$ cat src/rtl/qdr_b2_pkg.sv
package qdr_b2_pkg;

    typedef enum logic [1:0] {
        RD_DESEL = 2'd0,
        RD_BEAT0 = 2'd1,
        RD_BEAT1 = 2'd2
    } rd_state_e;

    typedef enum logic [1:0] {
        WR_IDLE  = 2'd0,
        WR_ADDR  = 2'd1,
        WR_BEAT1 = 2'd2
    } wr_state_e;

endpackage

$ cat src/rtl/qdr_b2_mem.sv
module qdr_b2_mem #(
    parameter int ADDR_W = 6,
    parameter int DATA_W = 36,
    parameter int LANE_W = 9
) (
    input  logic                       clk,
    input  logic [ADDR_W-1:0]          raddr,
    output logic [DATA_W-1:0]          rword,
    input  logic                       we,
    input  logic [ADDR_W-1:0]          waddr,
    input  logic [DATA_W-1:0]          wword,
    input  logic [DATA_W/LANE_W-1:0]   wlane
);
    localparam int NLANE = DATA_W / LANE_W;
    localparam int DEPTH = 1 << ADDR_W;

    // one storage bank per byte lane, so each lane has its own write enable
    for (genvar g = 0; g < NLANE; g++) begin : g_lane
        logic [LANE_W-1:0] bank [DEPTH];

        always_ff @(posedge clk) begin
            if (we && wlane[g]) begin
                bank[waddr] <= wword[g*LANE_W +: LANE_W];
            end
        end

        assign rword[g*LANE_W +: LANE_W] = bank[raddr];
    end

endmodule

$ cat src/rtl/qdr_b2_rd_ctrl.sv
module qdr_b2_rd_ctrl
    import qdr_b2_pkg::*;
#(
    parameter int ADDR_W = 6,
    parameter int DATA_W = 36
) (
    input  logic              clk,
    input  logic              rst_n,
    input  logic              k_edge,
    input  logic              rd_n,
    input  logic [ADDR_W-2:0] burst_addr,
    input  logic [DATA_W-1:0] mem_q,
    output logic [ADDR_W-1:0] mem_raddr,
    output logic [DATA_W-1:0] rdata,
    output logic              rdata_oe,
    output logic              echo
);
    rd_state_e         state_q, state_d;
    logic              pend_q;
    logic [ADDR_W-2:0] base_q;
    logic [ADDR_W-2:0] out_base_q;
    logic [DATA_W-1:0] data_q;

    // command capture: K edges only
    always_ff @(posedge clk) begin
        if (!rst_n) begin
            pend_q <= 1'b0;
            base_q <= '0;
        end else if (k_edge) begin
            pend_q <= ~rd_n;
            if (!rd_n) begin
                base_q <= burst_addr;
            end
        end
    end

    // next-state logic of the output machine
    always_comb begin
        state_d = state_q;
        unique case (state_q)
            RD_DESEL, RD_BEAT1: state_d = (k_edge && pend_q) ? RD_BEAT0 : RD_DESEL;
            RD_BEAT0:           state_d = RD_BEAT1;
            default:            state_d = RD_DESEL;
        endcase
    end

    // state register
    always_ff @(posedge clk) begin
        if (!rst_n) begin
            state_q <= RD_DESEL;
        end else begin
            state_q <= state_d;
        end
    end

    // output pipeline: base of the burst on the port, then data register
    always_ff @(posedge clk) begin
        if (!rst_n) begin
            out_base_q <= '0;
            data_q     <= '0;
        end else begin
            if (state_d == RD_BEAT0) begin
                out_base_q <= base_q;
            end
            if (state_d != RD_DESEL) begin
                data_q <= mem_q;
            end
        end
    end

    // first word fetched on the K edge, second on the K# edge
    assign mem_raddr = k_edge ? {base_q, 1'b0} : {out_base_q, 1'b1};

    // outputs decoded from state
    always_comb begin
        rdata_oe = 1'b0;
        echo     = 1'b0;
        rdata    = '0;
        unique case (state_q)
            RD_DESEL: ;
            RD_BEAT0: begin
                rdata_oe = 1'b1;
                echo     = 1'b1;
                rdata    = data_q;
            end
            RD_BEAT1: begin
                rdata_oe = 1'b1;
                rdata    = data_q;
            end
            default: ;
        endcase
    end

    p_beat0_khalf_r2: assert property (@(posedge clk) disable iff (!rst_n)
        (state_q == RD_BEAT0) |-> !k_edge);

    p_beat1_follows_r2: assert property (@(posedge clk) disable iff (!rst_n)
        (state_q == RD_BEAT0) |=> (state_q == RD_BEAT1));

    p_read_latency_r2: assert property (@(posedge clk) disable iff (!rst_n)
        (k_edge && !rd_n) |=> ##2 (state_q == RD_BEAT0));

    p_deselect_r5: assert property (@(posedge clk) disable iff (!rst_n)
        (k_edge && rd_n) |=> ##2 !rdata_oe);

endmodule

$ cat src/rtl/qdr_b2_wr_ctrl.sv
module qdr_b2_wr_ctrl
    import qdr_b2_pkg::*;
#(
    parameter int ADDR_W = 6,
    parameter int DATA_W = 36,
    parameter int NLANE  = 4
) (
    input  logic              clk,
    input  logic              rst_n,
    input  logic              k_edge,
    input  logic              wr_n,
    input  logic [ADDR_W-2:0] burst_addr,
    input  logic [DATA_W-1:0] wdata,
    input  logic [NLANE-1:0]  byte_en_n,
    output logic              mem_we,
    output logic [ADDR_W-1:0] mem_waddr,
    output logic [DATA_W-1:0] mem_wword,
    output logic [NLANE-1:0]  mem_wlane
);
    wr_state_e         state_q, state_d;
    logic [ADDR_W-2:0] base_q;
    logic [DATA_W-1:0] word0_q, word1_q;
    logic [NLANE-1:0]  lane0_q, lane1_q;

    always_comb begin
        state_d = state_q;
        unique case (state_q)
            WR_IDLE, WR_BEAT1: state_d = (k_edge && !wr_n) ? WR_ADDR : WR_IDLE;
            WR_ADDR:           state_d = WR_BEAT1;
            default:           state_d = WR_IDLE;
        endcase
    end

    always_ff @(posedge clk) begin
        if (!rst_n) begin
            state_q <= WR_IDLE;
        end else begin
            state_q <= state_d;
        end
    end

    // early data capture on the command edge, address and word 1 on K#
    always_ff @(posedge clk) begin
        if (!rst_n) begin
            word0_q <= '0;
            lane0_q <= '0;
            word1_q <= '0;
            lane1_q <= '0;
            base_q  <= '0;
        end else begin
            if (k_edge && !wr_n) begin
                word0_q <= wdata;
                lane0_q <= ~byte_en_n;
            end
            if (state_q == WR_ADDR) begin
                base_q  <= burst_addr;
                word1_q <= wdata;
                lane1_q <= ~byte_en_n;
            end
        end
    end

    // one commit per edge: word 0 on K#, word 1 on the next K
    always_comb begin
        mem_we    = 1'b0;
        mem_waddr = '0;
        mem_wword = '0;
        mem_wlane = '0;
        unique case (state_q)
            WR_IDLE: ;
            WR_ADDR: begin
                mem_we    = 1'b1;
                mem_waddr = {burst_addr, 1'b0};
                mem_wword = word0_q;
                mem_wlane = lane0_q;
            end
            WR_BEAT1: begin
                mem_we    = 1'b1;
                mem_waddr = {base_q, 1'b1};
                mem_wword = word1_q;
                mem_wlane = lane1_q;
            end
            default: ;
        endcase
    end

    p_addr_khalf_r6: assert property (@(posedge clk) disable iff (!rst_n)
        (state_q == WR_ADDR) |-> !k_edge);

    p_addr_then_beat1_r6: assert property (@(posedge clk) disable iff (!rst_n)
        (state_q == WR_ADDR) |=> (state_q == WR_BEAT1));

    p_idle_no_cmd_r8: assert property (@(posedge clk) disable iff (!rst_n)
        (k_edge && wr_n) |=> (state_q == WR_IDLE));

endmodule

$ cat src/rtl/qdr_b2_sram.sv
module qdr_b2_sram #(
    parameter int ADDR_W = 6,
    parameter int DATA_W = 36,
    parameter int LANE_W = 9
) (
    input  logic                     clk,
    input  logic                     rst_n,
    output logic                     k_phase,
    input  logic [ADDR_W-1:0]        addr,
    input  logic                     rd_n,
    input  logic                     wr_n,
    input  logic [DATA_W/LANE_W-1:0] byte_en_n,
    input  logic [DATA_W-1:0]        wdata,
    output logic [DATA_W-1:0]        rdata,
    output logic                     rdata_oe,
    output logic                     echo
);
    localparam int NLANE = DATA_W / LANE_W;

    logic              k_edge_q;
    logic [ADDR_W-1:0] mem_raddr, mem_waddr;
    logic [DATA_W-1:0] mem_q, mem_wword;
    logic [NLANE-1:0]  mem_wlane;
    logic              mem_we;
    logic              unused_addr_lsb;

    assign unused_addr_lsb = addr[0];

    // phase of the double-rate clock: first edge after reset is a K edge
    always_ff @(posedge clk) begin
        if (!rst_n) begin
            k_edge_q <= 1'b1;
        end else begin
            k_edge_q <= ~k_edge_q;
        end
    end
    assign k_phase = k_edge_q;

    qdr_b2_rd_ctrl #(
        .ADDR_W (ADDR_W),
        .DATA_W (DATA_W)
    ) u_rd (
        .clk        (clk),
        .rst_n      (rst_n),
        .k_edge     (k_edge_q),
        .rd_n       (rd_n),
        .burst_addr (addr[ADDR_W-1:1]),
        .mem_q      (mem_q),
        .mem_raddr  (mem_raddr),
        .rdata      (rdata),
        .rdata_oe   (rdata_oe),
        .echo       (echo)
    );

    qdr_b2_wr_ctrl #(
        .ADDR_W (ADDR_W),
        .DATA_W (DATA_W),
        .NLANE  (NLANE)
    ) u_wr (
        .clk        (clk),
        .rst_n      (rst_n),
        .k_edge     (k_edge_q),
        .wr_n       (wr_n),
        .burst_addr (addr[ADDR_W-1:1]),
        .wdata      (wdata),
        .byte_en_n  (byte_en_n),
        .mem_we     (mem_we),
        .mem_waddr  (mem_waddr),
        .mem_wword  (mem_wword),
        .mem_wlane  (mem_wlane)
    );

    qdr_b2_mem #(
        .ADDR_W (ADDR_W),
        .DATA_W (DATA_W),
        .LANE_W (LANE_W)
    ) u_mem (
        .clk   (clk),
        .raddr (mem_raddr),
        .rword (mem_q),
        .we    (mem_we),
        .waddr (mem_waddr),
        .wword (mem_wword),
        .wlane (mem_wlane)
    );

    p_phase_alternates_r1: assert property (@(posedge clk) disable iff (!rst_n)
        k_phase |=> !k_phase);

    p_echo_needs_oe_r10: assert property (@(posedge clk) disable iff (!rst_n)
        echo |=> (rdata_oe && !echo));

endmodule

$ cat config.mk
export PLATFORM = sky130hd
export DESIGN_NAME = qdr_b2_sram
export DESIGN_NICKNAME = d
export VERILOG_FILES = /design/src/rtl/qdr_b2_pkg.sv /design/src/rtl/qdr_b2_mem.sv /design/src/rtl/qdr_b2_rd_ctrl.sv /design/src/rtl/qdr_b2_wr_ctrl.sv /design/src/rtl/qdr_b2_sram.sv
export SDC_FILE = /design/constraint.sdc
export NUM_CORES = 2
export LEC_CHECK = 0
export CAP_MARGIN = 20
export CORE_MARGIN = 1
export CORE_UTILIZATION = 55
export CTS_CLUSTER_SIZE = 40
export DETAILED_ROUTE_END_ITERATION = 7
export DONT_BUFFER_PORTS = 1
export PLACE_DENSITY = 0.82
export SYNTH_ARGS = -nofsm -noshare
export SYNTH_HDL_FRONTEND = slang
export SYNTH_SLANG_ARGS = --single-unit
$ cat constraint.sdc
create_clock -name clk -period 8.65 [get_ports clk]
set_clock_uncertainty 0.2 [all_clocks]
set_input_delay 1.73 -clock clk [delete_from_list [all_inputs] [get_ports clk]]
set_output_delay 1.73 -clock clk [all_outputs]
set_load 0.02 [all_outputs]
==> results.yml <==
global_route:
  grt_pass1_vias: 53536
  grt_max_degree: 127
  grt_pass1_wl_um: 359000
  grt_remaining_overflow: 0
  globalRouteTotalUtil_pct: 28.3
  antenna_found_initial: 12
power:
  ir_drop_mv: 0.179
  leakage_uw: 0.0350
  p_per_area_nw_per_um2: 223
worst_setup_path:
  critPathArrivalTime_ns: 5.67
  r2r-start: "u_wr.state_q[0]$_SDFF_PN0_"
  rrSetupSlack_ns: 3.25
  end_kind: "flip-flop"
  crit_type: "flip-flop to flip-flop"
  cp.required_ns: 8.92
  critPathMaxFanout: 47
  reg2reg_depth: 7
  start_kind: "flip-flop"
  crit_start: "u_wr.state_q[0]$_SDFF_PN0_"
logic_synthesis:
  synth-seq-area-share_pct: 75.2
  synth_area_per_cell_um2: 17.0
  ys_types: 54
  synth_edf_count: 2304
  synth-warning-count: 0
  ys_ff_latch: 2441
  netlist_area_um2: 95600
  syn_nets: 5690
  ys.flop_type: "edfxtp_1"
  synthArstFlopShare_pct: 0
  netlist_instances: 5630
timing:
  rsz0062_at_grt: "false"
  max_freq_mhz: 185
  holdWs_ns: 0.258
  fin_crit_sh_pct: 62.4
  slew_headroom_pct: 15.0
  slew_viol_final: 0
  worst_pin_slew_ns: 1.28
  tns_ns: 0
  final-hold-violation-count: 0
  layout_setup_ws_ns: 3.25
  fin_crit_ns: 5.40
  setup_viol: 0
layout:
  fillCellCount: 11390
  drive_above_1_share_pct: 12.2
  final_area_um2: 106000
  area_growth_pct: 10.5
  fin_nets: 5672
  fin_util_pct: 61.4
detailed_routing:
  drt_first_iter_violations: 8209
  drtPass1Iterations: 7
  wl_per_cell_um: 30.8
  route.detailed.drc: 0
  drt-total-wl_um: 250000
  final_antenna_net_count: 0
  vias_per_cell: 6.66
  via_count: 54103
placed_design:
  dp_slack_ns: 3.20
  hpwl_um: 143000
  gp_congestion: 0.877
  placement.cell_area_um2: 98300
  numPortBuffers: 0
floorplan:
  initial_core_util_pct: 55.6
  coreArea_um2: 172000
  die_y_um: 419
  dieArea_um2: 176000
  num_rows: 152
  pin_count: 89
  die_w_um: 419
worst_hold_path:
  hp-start: "u_wr.word0_q[15]$_SDFFE_PN0P_"
  hold_depth: 2
  hold_path.class: "flip-flop to flip-flop"
cts:
  cts_resized: 0
  htree_levels: 4
  cts.sinks: 2441
  cts_setup_buffers: 0
  hold_buffers: 0
  clk_pin_slew_worst_paths_ns: 0.06
  clock-root-buffer: "clkbuf_16"
  clk_latency_ns: 0.87
  cts_tree: "built"
  numCtsBuffers: 222
  clockBufferDepth: 3
run_status:
  status: "complete, no violations"
run:
  cap_violations: 0
routing by layer:
layer / track usage [%] / up-vias / wire length (um)
li1: - / 22069 / -
met2: 44.4 / 4185 / 118000
met4: 15.7 / 10 / 15000
met5: 0 / - / 67
met3: 8.24 / 827 / 33200
met1: 35.6 / 27012 / 84100
report_power, final:
group	switching, uW	internal (uW)
sequential	61.4	12800
clock	4290	5550
combinational	569	271
worst max-delay path: stages (launching register included):
cell and delay, ns:
dfxtp_1 0.36, inv_1 0.14, ha_2 0.89, a22oi_1 0.48, nand2b_1 0.33, nor2_1 0.86, nand2_1 0.79, nor2_1 0.95
sequential cells by signal, indices dropped and copies added (netlist names):
| register | cells |
|---|---|
| k_phase | 1 |
| u_mem.g_lane.bank | 2304 |
| u_rd.base_q | 5 |
| u_rd.data_q | 36 |
| u_rd.out_base_q | 5 |
| u_rd.pend_q | 1 |
| u_rd.state_q | 2 |
| u_wr.base_q | 5 |
| u_wr.lane0_q | 4 |
| u_wr.lane1_q | 4 |
| u_wr.state_q | 2 |
| u_wr.word0_q | 36 |
| u_wr.word1_q | 36 |
kinds of logic after synthesis:
| kind of cell | share of synthesized area [%] |
|---|---|
| DFF | 75.2 |
| and+or+nand+nor | 4.91 |
| AOI/OAI and AO/OA | 5.08 |
| adders and majority gates | 0.131 |
| muxes | 13.0 |
| buffers and inverters | 1.62 |
per-stage QoR:
| stage | std cells | total power, uW |
|---|---|---|
| 2_1_floorplan | 5630 | 13600 |
| 3_3_place_gp | 7694 | 13900 |
| 3_5_place_dp | 7694 | 13900 |
| 4_1_cts | 8112 | 23500 |
| 5_1_grt | 8117 | 24000 |
| 6_report | 8124 | 23500 |
cell usage after synthesis (all sizes together), types with 3 or more instances:
cell        n  area share, %
o31ai       3          0.024
buf       179           0.92
o22ai      90           0.59
nand4      23           0.15
o21ai      48           0.25
mux2i     801            8.4
inv         8          0.031
nor2      331            1.3
nor4       34           0.22
nor2b      68           0.44
nor3       32           0.17
a221o      22           0.23
mux4      195            4.6
and2       44           0.29
a32o        9          0.094
a21oi     236            1.2
edfxtp   2304             72
a311oi     22           0.20
dfxtp     137            2.9
a22oi     205            1.6
nand2b      8          0.052
mux2        5          0.059
nand3      55           0.29
nand2     479            1.9
o211ai      3          0.024
a2111oi    33           0.30
clkbuf    170           0.67
ha         10           0.13
a211oi     30           0.24
o22a       20           0.18
final timing paths:
kind | to
worst max-delay path | u_mem.g_lane[1].bank[55][4]$_DFFE_PP_
worst min-delay path | u_wr.word0_q[15]$_SDFFE_PN0P_
worst max register to register | u_mem.g_lane[1].bank[55][4]$_DFFE_PP_
worst min register to register | u_wr.word0_q[15]$_SDFFE_PN0P_
area by class of cell:
class | instances | area (um2) | share of cell area [%]
timing repair buffer | 107 | 905 | 0.856
clock buffer | 300 | 6080 | 5.75
tap | 2310 | 2890 | 2.73
multi-input combinational | 2832 | 22600 | 21.4
antenna | 8 | 20.0 | 0.0189
sequential | 2441 | 71900 | 68.1
inverter | 8 | 30.0 | 0.0284
clock inverter | 118 | 1190 | 1.13
cells in the final DEF (no fill, tap or decap), types with 23 or more instances in the layout:
cell type	instances
o21ai_0	47
nand2_1	477
dfxtp_1	132
nand4_1	23
clkbuf_1	60
nor2_1	329
a22oi_1	205
nor4_1	34
a211oi_1	30
o22ai_1	90
clkinv_2	46
mux2i_1	797
and2_1	44
clkbuf_16	227
nor2b_1	29
nand3_1	50
nor2b_4	37
a21oi_1	236
edfxtp_1	2304
nor3_1	28
mux4_2	195
buf_4	100
a2111oi_0	33
clkinv_1	33
(Power assumes the default switching activity.)
